File: src/rtl/tc_pkg.sv
package tc_pkg;

    typedef enum logic [2:0] {
        OP_MODE  = 3'd0,
        OP_BAUD  = 3'd1,
        OP_CTRL  = 3'd2,
        OP_CAPT  = 3'd3,
        OP_COUNT = 3'd4
    } tc_op_e;

    localparam logic [31:0] BAUD_RESET = 32'd115200;
    localparam logic [31:0] BAUD_LIMIT = 32'd10_000_000;

    typedef struct packed {
        logic        valid;
        logic [31:0] data;
    } tc_rsp_t;

    function automatic logic baud_in_range(input logic [31:0] b);
        return (b != 32'd0) && (b <= BAUD_LIMIT);
    endfunction

endpackage

File: src/rtl/tc_cmd_ctrl.sv
module tc_cmd_ctrl
    import tc_pkg::*;
#(
    parameter int CNT_W = 16
) (
    input  logic             clk,
    input  logic             rst,
    input  logic             cmd_valid,
    input  tc_op_e           cmd_op,
    input  logic [31:0]      cmd_arg,
    input  logic             rx_free,
    input  logic             xfer_free,
    input  logic [31:0]      rcvd_cnt,
    output logic             mode_en,
    output logic             active,
    output logic [31:0]      baud_q,
    output logic             baud_load,
    output logic             cap_load,
    output logic [CNT_W-1:0] cap_num,
    output logic             cap_clear,
    output tc_rsp_t          rsp
);

    logic is_mode, is_baud, is_ctrl, is_capt;
    logic claim_ok, baud_ok;
    tc_rsp_t rsp_d;

    always_comb begin
        is_mode  = cmd_valid && (cmd_op == OP_MODE);
        is_baud  = cmd_valid && (cmd_op == OP_BAUD);
        is_ctrl  = cmd_valid && (cmd_op == OP_CTRL);
        is_capt  = cmd_valid && (cmd_op == OP_CAPT);
        claim_ok = rx_free && xfer_free;
        baud_ok  = baud_in_range(cmd_arg);

        cap_load  = is_capt && mode_en;
        cap_num   = cmd_arg[CNT_W-1:0];
        cap_clear = (is_ctrl && mode_en && !cmd_arg[0]) || (is_mode && !cmd_arg[0]);

        rsp_d.valid = cmd_valid;
        rsp_d.data  = 32'd0;
        case (cmd_op)
            OP_MODE:  rsp_d.data = cmd_arg[0] ? {31'd0, mode_en || claim_ok} : 32'd1;
            OP_BAUD:  rsp_d.data = (mode_en && baud_ok) ? cmd_arg : 32'd0;
            OP_CTRL:  rsp_d.data = {31'd0, mode_en};
            OP_CAPT:  rsp_d.data = {31'd0, mode_en};
            OP_COUNT: rsp_d.data = mode_en ? rcvd_cnt : 32'd0;
            default:  rsp_d.data = 32'd0;
        endcase
    end

    always_ff @(posedge clk) begin
        if (rst) begin
            mode_en   <= 1'b0;
            active    <= 1'b0;
            baud_q    <= BAUD_RESET;
            baud_load <= 1'b0;
            rsp       <= '0;
        end else begin
            rsp       <= rsp_d;
            baud_load <= is_baud && mode_en && baud_ok;
            if (is_baud && mode_en && baud_ok)
                baud_q <= cmd_arg;
            if (is_mode) begin
                if (cmd_arg[0]) begin
                    mode_en <= mode_en || claim_ok;
                end else begin
                    mode_en <= 1'b0;
                    active  <= 1'b0;
                end
            end else if (is_ctrl && mode_en) begin
                active <= cmd_arg[0];
            end
        end
    end

    // commands other than mode are refused while the mode is off
    assert_gate_R3: assert property (@(posedge clk) disable iff (rst)
        (cmd_valid && !mode_en && cmd_op != OP_MODE) |=> (rsp.valid && rsp.data == 32'd0));

    // a failed enable keeps the mode off and answers 0
    assert_enable_fail_R1: assert property (@(posedge clk) disable iff (rst)
        (cmd_valid && cmd_op == OP_MODE && cmd_arg[0] && !mode_en && !(rx_free && xfer_free))
        |=> (!mode_en && rsp.data == 32'd0));

    // a response only follows a command
    assert_rsp_follows_R10: assert property (@(posedge clk) disable iff (rst)
        rsp.valid |-> $past(cmd_valid));

    // the receiver never runs without the mode
    assert_run_needs_mode_R6: assert property (@(posedge clk) disable iff (rst)
        active |-> mode_en);

endmodule

File: src/rtl/tc_xfer.sv
module tc_xfer #(
    parameter int CNT_W  = 16,
    parameter int ADDR_W = 12
) (
    input  logic              clk,
    input  logic              rst,
    input  logic              active,
    input  logic              cap_load,
    input  logic [CNT_W-1:0]  cap_num,
    input  logic              cap_clear,
    input  logic              in_valid,
    input  logic [7:0]        in_data,
    output logic              wr_en,
    output logic [ADDR_W-1:0] wr_addr,
    output logic [7:0]        wr_data,
    output logic              done,
    output logic [31:0]       rcvd_cnt
);

    localparam logic [CNT_W-1:0] ONE = CNT_W'(1);

    logic [CNT_W-1:0]  req_q, rem_q, ptr_q;
    logic [ADDR_W-1:0] ptr_addr;
    logic              take;

    generate
        if (ADDR_W <= CNT_W) begin : g_addr_trunc
            assign ptr_addr = ptr_q[ADDR_W-1:0];
        end else begin : g_addr_pad
            assign ptr_addr = {{(ADDR_W-CNT_W){1'b0}}, ptr_q};
        end
    endgenerate

    assign take     = active && in_valid && (rem_q != '0) && !cap_load && !cap_clear;
    assign rcvd_cnt = (req_q != '0) ? 32'(req_q - rem_q) : 32'd0;

    always_ff @(posedge clk) begin
        if (rst) begin
            req_q   <= '0;
            rem_q   <= '0;
            ptr_q   <= '0;
            done    <= 1'b0;
            wr_en   <= 1'b0;
            wr_addr <= '0;
            wr_data <= '0;
        end else begin
            wr_en <= take;
            if (cap_load) begin
                req_q <= cap_num;
                rem_q <= cap_num;
                ptr_q <= '0;
                done  <= 1'b0;
            end else if (cap_clear) begin
                req_q <= '0;
                rem_q <= '0;
                ptr_q <= '0;
            end else if (take) begin
                wr_addr <= ptr_addr;
                wr_data <= in_data;
                ptr_q   <= ptr_q + ONE;
                rem_q   <= rem_q - ONE;
                if (rem_q == ONE)
                    done <= 1'b1;
            end
        end
    end

    // stored plus remaining always equals the armed count
    assert_balance_R5: assert property (@(posedge clk) disable iff (rst)
        (ptr_q + rem_q) == req_q);

    // no write once nothing was left to store
    assert_stop_at_zero_R8: assert property (@(posedge clk) disable iff (rst)
        wr_en |-> ($past(rem_q) != '0));

    // done rises only with the counter exhausted
    assert_done_empty_R9: assert property (@(posedge clk) disable iff (rst)
        $rose(done) |-> (rem_q == '0));

    // a byte colliding with a stop or a capture command is not written
    assert_collision_drop_R11: assert property (@(posedge clk) disable iff (rst)
        (cap_load || cap_clear) |=> !wr_en);

endmodule

File: src/rtl/trace_capture_ctrl.sv
module trace_capture_ctrl
    import tc_pkg::*;
#(
    parameter int CNT_W  = 16,
    parameter int ADDR_W = 12
) (
    input  logic              clk,
    input  logic              rst,
    input  logic              cmd_valid,
    input  logic [2:0]        cmd_op,
    input  logic [31:0]       cmd_arg,
    input  logic              rx_free,
    input  logic              xfer_free,
    input  logic              in_valid,
    input  logic [7:0]        in_data,
    output logic              rsp_valid,
    output logic [31:0]       rsp_data,
    output logic              wr_en,
    output logic [ADDR_W-1:0] wr_addr,
    output logic [7:0]        wr_data,
    output logic              done,
    output logic              rx_claim,
    output logic              xfer_claim,
    output logic              rx_run,
    output logic [31:0]       baud_rate,
    output logic              baud_load,
    output logic              pin_pull_up
);

    logic             mode_en, active, cap_load, cap_clear;
    logic [CNT_W-1:0] cap_num;
    logic [31:0]      rcvd_cnt;
    tc_rsp_t          rsp;

    tc_cmd_ctrl #(.CNT_W(CNT_W)) u_ctrl (
        .clk       (clk),
        .rst       (rst),
        .cmd_valid (cmd_valid),
        .cmd_op    (tc_op_e'(cmd_op)),
        .cmd_arg   (cmd_arg),
        .rx_free   (rx_free),
        .xfer_free (xfer_free),
        .rcvd_cnt  (rcvd_cnt),
        .mode_en   (mode_en),
        .active    (active),
        .baud_q    (baud_rate),
        .baud_load (baud_load),
        .cap_load  (cap_load),
        .cap_num   (cap_num),
        .cap_clear (cap_clear),
        .rsp       (rsp)
    );

    tc_xfer #(.CNT_W(CNT_W), .ADDR_W(ADDR_W)) u_xfer (
        .clk       (clk),
        .rst       (rst),
        .active    (active),
        .cap_load  (cap_load),
        .cap_num   (cap_num),
        .cap_clear (cap_clear),
        .in_valid  (in_valid),
        .in_data   (in_data),
        .wr_en     (wr_en),
        .wr_addr   (wr_addr),
        .wr_data   (wr_data),
        .done      (done),
        .rcvd_cnt  (rcvd_cnt)
    );

    assign rsp_valid   = rsp.valid;
    assign rsp_data    = rsp.data;
    assign rx_claim    = mode_en;
    assign xfer_claim  = mode_en;
    assign rx_run      = active;
    assign pin_pull_up = mode_en;

    // writes only happen while the receiver runs (one cycle earlier)
    assert_write_while_run_R8: assert property (@(posedge clk) disable iff (rst)
        wr_en |-> $past(rx_run));

endmodule

File: config.mk
export PLATFORM = sky130hd
export DESIGN_NAME = trace_capture_ctrl
export DESIGN_NICKNAME = d
export VERILOG_FILES = /design/src/rtl/tc_pkg.sv /design/src/rtl/tc_cmd_ctrl.sv /design/src/rtl/tc_xfer.sv /design/src/rtl/trace_capture_ctrl.sv
export SDC_FILE = /design/constraint.sdc
export NUM_CORES = 1
export LEC_CHECK = 0
export BUFFER_PORTS_ARGS = -buffer_cell sky130_fd_sc_hd__buf_2
export CORE_ASPECT_RATIO = 1.4
export CORE_MARGIN = 10
export CORE_UTILIZATION = 55
export CTS_CLUSTER_DIAMETER = 50
export DETAILED_ROUTE_END_ITERATION = 10
export GPL_ROUTABILITY_DRIVEN = 0
export PLACE_DENSITY = 0.89
export SETUP_SLACK_MARGIN = 0.1
export SYNTH_ARGS = -nofsm -noshare
export SYNTH_HDL_FRONTEND = slang
export SYNTH_HIERARCHICAL = 1
export SYNTH_SLANG_ARGS = --single-unit
File: constraint.sdc
create_clock -name clk -period 3.5 [get_ports clk]
set_clock_uncertainty 0.05 [all_clocks]
set_input_delay 0.7 -clock clk [delete_from_list [all_inputs] [get_ports clk]]
set_output_delay 0.7 -clock clk [all_outputs]
set_load 0.03 [all_outputs]
==> impl_metrics.py, run 1 <==
metrics = {
    "critical_path": {
        "path_cells": "inv_1 > ha_1 > fa_1 > and2b_1 > o31a_1 > o21ai_1 > a211o_1 > o2bb2ai_1 > o21a_1 > a22o_1",
        "reg2reg_to": "u_ctrl/rsp[19]",
        "path_buf_inv": 1,
        "cp_max_fo": 16,
        "cp.required_ps": 3750,
        "r2r-start": "u_xfer/req_q[0]",
        "criticalPathCategory": "reg -> reg",
        "end_kind": "register",
        "worstPathArrival_ps": 3250,
        "crit_path_start_kind": "register",
        "reg2reg_depth": 10,
        "critPathMaxStageDelay_ps": 390,
        "reg2reg_slack_ps": 500,
        "cp_slowest_cell": "o21a_1",
        "critPathTopFamily": "compound AO/OA/AOI/OAI gates",
    },
    "die": {
        "die_area_um2": 16900,
        "core_region_area_um2": 11800,
        "dieWidth_um": 113,
        "rows": 47,
        "io_pins": 141,
        "start_util": 0.560,
        "dieHeight_um": 150,
    },
    "logic_synthesis": {
        "syn_nets": 817,
        "ys_warn_count": 6,
        "ys_ff_latch": 134,
        "synth-main-ff-cell": "dfxtp_1",
        "syn_avg_cell_area_um2": 8.86,
        "synth_edf_count": 0,
        "synth_cells": 747,
        "syn_area_um2": 6620,
        "synthTopCellsByArea": "dfxtp_1, nand2_1, a21oi_1, nand2b_1, buf_4",
        "async_reset_ff_frac": 0,
        "post-synth-top-area-fraction": 0.405,
        "synth_cell_types": 77,
        "seq_area_frac_synth": 0.405,
        "yosysTopAreaCell": "dfxtp_1",
    },
    "grt": {
        "grt_antenna_before_repair": 0,
        "grtUsageTotal": 0.212,
        "grt_pass1_vias": 5944,
        "grt-ovfl-total": 0,
        "grt_pass1_wl_um": 29600,
        "grt_max_degree": 58,
    },
    "clocking": {
        "holdBufCountCts": 0,
        "cts-root-buf": "clkbuf_16",
        "cts_buffers": 17,
        "path_clk_slew_ps": 60,
        "cts_resized": 0,
        "cts_tree": "done",
        "clock_sinks": 134,
        "clock_path_buffers": 2,
        "postCtsSetupBuffers": 0,
        "clock_latency_ps": 410,
        "htree_levels": 4,
    },
    "hold_path": {
        "hold_end": "u_xfer/wr_data[7]",
        "holdCritStartpoint": "u_xfer/wr_data[7]",
        "hold_path.class": "reg -> reg",
        "holdPathStages": 2,
    },
    "route": {
        "num_vias": 5929,
        "viasPerCell": 5.89,
        "wl_um": 18400,
        "drt_iter0_markers": 625,
        "detail_route.wl_per_cell_um": 18.3,
        "drc": 0,
        "drt-pass1-iter-count": 5,
        "detail-route-antenna-nets": 0,
    },
    "layout": {
        "syn2layout_area_growth_pct": 16.4,
        "diodes": 0,
        "drive_above_1_share": 0.237,
        "post-route-util": 0.652,
        "ff_latch_area_um2": 2680,
        "multiInputGateArea_um2": 3420,
        "layout.nets": 917,
        "fill_cells": 947,
    },
    "sta": {
        "period_share": 0.858,
        "fmax_mhz": 333,
        "tightestPinTransition_ps": 803,
        "whs_ps": 398,
        "drv_slew": 0,
        "setup_violations": 0,
        "max-slew-margin-rel": 0.460,
        "hold_viol": 0,
        "rsz0062_at_grt": "false",
        "final.min_clock_period_ps": 3000,
        "setup_tns_ps": 0,
    },
    "power": {
        "p_leak_nw": 3.19,
        "ir_drop_mv": 0.330,
        "power_density_nw_per_um2": 439,
        "power_w": 0.00339,
    },
    "place": {
        "dp_hpwl_um": 13400,
        "port_buffers": 140,
    },
    "flow_run": {
        "cap_violations": 0,
    },
    "run_status": {
        "status": "completed",
    },
}
==> cell usage after synthesis, types with 6 or more instances <==
library cell  number
o21ai_0            8
dfxtp_1          134
xnor2_1            6
nor3b_1            8
nand3_1           17
nor3_1            12
and3_1             8
nand4_1           11
and2_1            15
inv_1             26
xor2_1            11
nor2b_1            7
a22oi_1            7
a21o_1             6
a22o_1            23
clkbuf_1          19
nor2_1            52
buf_4             37
a31oi_1            6
nor4_1            11
nand2_1           78
mux2i_1           24
buf_2              6
a211oi_1          12
nand2b_1          46
a21oi_1           58
ha_1              20
==> stage by stage <==
stage,setup slack [ps],instances,cell area (um2)
detailed placement,525,975,7170
finish,498,1006,7700
global route,394,1006,7700
floorplan,811,747,6620
CTS,570,1006,7700
global placement,621,975,7170
==> kinds of logic after synthesis <==
group | Yosys count | share of synthesized area
and+or+nand+nor | 287 | 0.230
AOI/OAI and AO/OA | 166 | 0.180
DFF | 134 | 0.405
buffers and inverters | 95 | 0.0805
muxes | 27 | 0.0414
adders and majority gates | 21 | 0.0408
xor gates and xnor gates | 17 | 0.0225
==> report_power, final <==
group | internal, W | leakage [nW] | switching (W)
registers | 0.00153 | 1.08 | 0.00000626
logic | 0.0000996 | 1.86 | 0.000158
clock network | 0.000908 | 0.254 | 0.000682
==> how the worst max path moves through the flow <==
stage | start | end | slack, ps | depth (start not counted)
after global placement | cmd_arg[16] | u_ctrl/baud_q[2] | 620 | 7
final | u_xfer/req_q[0] | u_ctrl/rsp[19] | 500 | 10
after CTS | u_xfer/req_q[0] | u_ctrl/rsp[19] | 570 | 10
after detailed placement | cmd_op[2] | u_ctrl/baud_q[10] | 530 | 7
after floorplan | u_xfer/req_q[0] | u_ctrl/rsp[17] | 810 | 11
after global routing | u_xfer/rem_q[2] | u_ctrl/rsp[17] | 390 | 9
==> registers in the layout, summed over array words and instances (netlist names) <==
register / flops
u_ctrl/rsp: 33
u_ctrl/baud_q: 32
u_xfer/rem_q: 16
u_xfer/req_q: 16
u_xfer/ptr_q: 12
u_xfer/wr_addr: 12
u_xfer/wr_data: 8
u_ctrl/active: 1
u_ctrl/baud_load: 1
u_ctrl/mode_en: 1
u_xfer/done: 1
u_xfer/wr_en: 1
==> tightest hold or removal path, cell delays in order (launching register included) <==
cell	delay, ps
dfxtp_1	300
nand2_1	50
a21oi_1	50
==> placed cells by master, fill, tap and decap left out, types with 4 or more instances in the layout <==
master,instances
buf_4,10
nor4_1,11
xor2_1,11
inv_1,26
and3_1,8
a22o_1,23
a21oi_1,58
nor2b_1,7
and2_1,15
nand2b_1,46
mux2i_1,24
clkbuf_16,17
o31ai_1,5
o21ai_0,8
a211oi_1,11
buf_2,139
ha_1,20
dfxtp_1,134
xnor2_1,6
nor3_1,11
a22oi_1,7
clkinv_4,4
nor3b_1,8
nand4_1,11
nand2_1,78
a31oi_1,6
nor2_1,52
o21a_1,5
nand3_1,17
a21o_1,6
==> routing by layer <==
| metal | wire, um | up-vias | GRT usage | part of all wire |
|---|---|---|---|---|
| met5 | 0 | - | 0 | 0 |
| met4 | 663 | 0 | 0.110 | 0.036 |
| met3 | 1690 | 56 | 0.0737 | 0.092 |
| met2 | 9200 | 306 | 0.365 | 0.50 |
| met1 | 6840 | 2761 | 0.224 | 0.37 |
| li1 | - | 2806 | - | - |
==> cell type report <==
class                      count  area share
sequential                   134       0.348
clock inverter                13      0.0132
clock buffer                  18      0.0557
multi-input combinational    518       0.444
tap                          147      0.0239
timing repair buffer         150       0.103
inverter                      26      0.0127
(Power assumes the default switching activity.)
==> run 2, diff against run 1 <==
--- a/config.mk
+++ b/config.mk
@@ -7,12 +7,12 @@
 export LEC_CHECK = 0
 export BUFFER_PORTS_ARGS = -buffer_cell sky130_fd_sc_hd__buf_2
 export CORE_ASPECT_RATIO = 1.4
-export CORE_MARGIN = 10
-export CORE_UTILIZATION = 55
+export CORE_MARGIN = 5
+export CORE_UTILIZATION = 58
 export CTS_CLUSTER_DIAMETER = 50
 export DETAILED_ROUTE_END_ITERATION = 10
 export GPL_ROUTABILITY_DRIVEN = 0
-export PLACE_DENSITY = 0.89
+export PLACE_DENSITY = 0.93
 export SETUP_SLACK_MARGIN = 0.1
 export SYNTH_ARGS = -nofsm -noshare
 export SYNTH_HDL_FRONTEND = slang
==> constraint.sdc (replaced) <==
create_clock -name clk -period 3.7 [get_ports clk]
set_clock_uncertainty 0.05 [all_clocks]
set_input_delay 0.74 -clock clk [delete_from_list [all_inputs] [get_ports clk]]
set_output_delay 0.74 -clock clk [all_outputs]
set_load 0.03 [all_outputs]
==> run 2 against run 1 <==
Power up 2.7%. Routed wire length up 2.9%. Sequential share of layout area down 0.36 points. Hold slack better by 3.1 ps. Final cell count down 0.20%. Design area up 1.1%. Via count up 4.4%. Non-clock buffer count unchanged. First-iteration DRC count down 16%. Critical path type unchanged.
==> impl_metrics.py, run 2 (same netlist as run 1, synthesis figures left out) <==
metrics = {
    "run_status": {
        "status": "completed",
    },
    "layout": {
        "mostFrequentLayoutCell": "buf_2",
        "diodes": 0,
        "layout_common_cells": "buf_2, dfxtp_1, nand2_1, a21oi_1, nor2_1",
        "layout.nets": 917,
        "syn2layout_area_growth_pct": 17.7,
        "largest_reg_flops": 33,
        "drive_above_1_share": 0.240,
        "fin_cells": 1004,
        "final_area_um2": 7790,
        "largest-register": "u_ctrl/rsp",
        "reg_top3": "u_ctrl/rsp x33, u_ctrl/baud_q x32",
    },
    "critical_path": {
        "cp_slowest_cell": "dfxtp_1",
        "worstPathArrival_ps": 3310,
        "end_kind": "register",
        "cp_max_fo": 3,
        "cp.required_ps": 3960,
        "reg2reg_to": "u_ctrl/rsp[14]",
        "crit_path_start_kind": "register",
        "reg2reg_depth": 10,
        "criticalPathCategory": "reg -> reg",
        "r2r-start": "u_xfer/req_q[0]",
        "critPathMaxStageDelay_ps": 400,
        "path_cells": "inv_1 > ha_1 > fa_1 > and2b_1 > o31a_1 > o21ai_1 > a211o_1 > a2bb2oi_1 > mux2_2 > a22o_1",
        "reg2reg_slack_ps": 650,
    },
    "sta": {
        "max-slew-margin-rel": 0.438,
        "fmax_mhz": 328,
        "final.min_clock_period_ps": 3050,
        "hold_viol": 0,
        "tightestPinTransition_ps": 836,
        "setup_violations": 0,
        "setup_tns_ps": 0,
        "rsz0062_at_grt": "false",
        "whs_ps": 401,
        "period_share": 0.824,
        "drv_slew": 0,
    },
    "route": {
        "drc": 0,
        "viasPerCell": 6.17,
        "num_vias": 6192,
        "drt_iter0_markers": 522,
        "wl_um": 18900,
        "drt-pass1-iter-count": 5,
        "detail_route.wl_per_cell_um": 18.9,
        "detail-route-antenna-nets": 0,
    },
    "die": {
        "dieHeight_um": 136,
        "core_region_area_um2": 11300,
        "dieWidth_um": 100,
        "die_area_um2": 13700,
        "start_util": 0.587,
        "io_pins": 141,
        "rows": 46,
    },
    "clocking": {
        "postCtsSetupBuffers": 0,
        "clock_sinks": 134,
        "cts-root-buf": "clkbuf_16",
        "cts_buffers": 17,
        "path_clk_slew_ps": 60,
        "cts_tree": "done",
        "clock_latency_ps": 410,
        "cts_resized": 0,
        "htree_levels": 4,
        "holdBufCountCts": 0,
        "clock_path_buffers": 2,
    },
    "power": {
        "p_leak_nw": 3.24,
        "power_density_nw_per_um2": 447,
        "ir_drop_mv": 0.368,
    },
    "grt": {
        "grt_pass1_wl_um": 29900,
        "grt_max_degree": 53,
        "grt_pass1_vias": 6234,
        "grt_antenna_before_repair": 0,
        "grtUsageTotal": 0.275,
        "grt-ovfl-total": 0,
    },
    "place": {
        "dp_hpwl_um": 12900,
        "port_buffers": 140,
        "place_area_um2": 7170,
        "dpl.cell_count": 972,
    },
    "flow_run": {
        "cap_violations": 0,
    },
    "hold_path": {
        "hold_path.class": "reg -> reg",
        "holdPathStages": 2,
        "hold_end": "u_xfer/wr_data[2]",
        "holdCritStartpoint": "u_xfer/wr_data[2]",
    },
}
## run 2: per-stage QoR
stage / utilization / total power (W) / setup WS, ps
2_1_floorplan: - / 0.00165 / 1010
3_5_place_dp: 0.635 / 0.00172 / 637
5_1_grt: 0.690 / 0.00357 / 573
6_report: 0.690 / 0.00348 / 650
4_1_cts: 0.690 / 0.00348 / 710
3_3_place_gp: 0.635 / 0.00172 / 669
## run 2: area by class of cell
class / instances / area (um2)
Multi-Input combinational cell: 518 / 3420
Sequential cell: 134 / 2680
Clock buffer: 17 / 425
Fill cell: 868 / 3490
Inverter: 26 / 97.6
Timing Repair Buffer: 150 / 788
Clock inverter: 15 / 193
Tap cell: 144 / 180
## run 2: per-layer routing
| metal | track usage | share of wire | vias to the layer above |
|---|---|---|---|
| met5 | 0 | 0 | - |
| met4 | 0.166 | 0.049 | 0 |
| met3 | 0.0606 | 0.082 | 96 |
| li1 | - | - | 2824 |
| met1 | 0.301 | 0.36 | 2879 |
| met2 | 0.478 | 0.51 | 393 |
## run 2: critical path, delay by kind of cell (launching register included)
kind,cells,cell delay (ps)
and+or+nand+nor,1,250
DFF,1,400
buffers and inverters,1,90
muxes,1,390
adders and majority gates,2,610
AOI/OAI and AO/OA,5,1150
## run 2: worst max path at each step
stage               slack (ps)  cells past startpoint             from        endpoint
finish                     650                     10  u_xfer/req_q[0]  u_ctrl/rsp[14]
global route               570                     10  u_xfer/req_q[0]  u_ctrl/rsp[21]
CTS                        710                     10  u_xfer/req_q[0]  u_ctrl/rsp[14]
detailed placement         640                      6       cmd_arg[0]  u_ctrl/rsp[15]
global placement           670                      6       cmd_arg[0]  u_ctrl/rsp[12]
floorplan                 1010                     11  u_xfer/req_q[0]  u_ctrl/rsp[17]
## run 2: report_power, final
group,internal (W),switching [W],leakage [nW]
Combinational,0.0000942,0.000156,1.86
Clock,0.00108,0.000696,0.301
Sequential,0.00145,0.00000603,1.08
Total,0.00262,0.000858,3.24
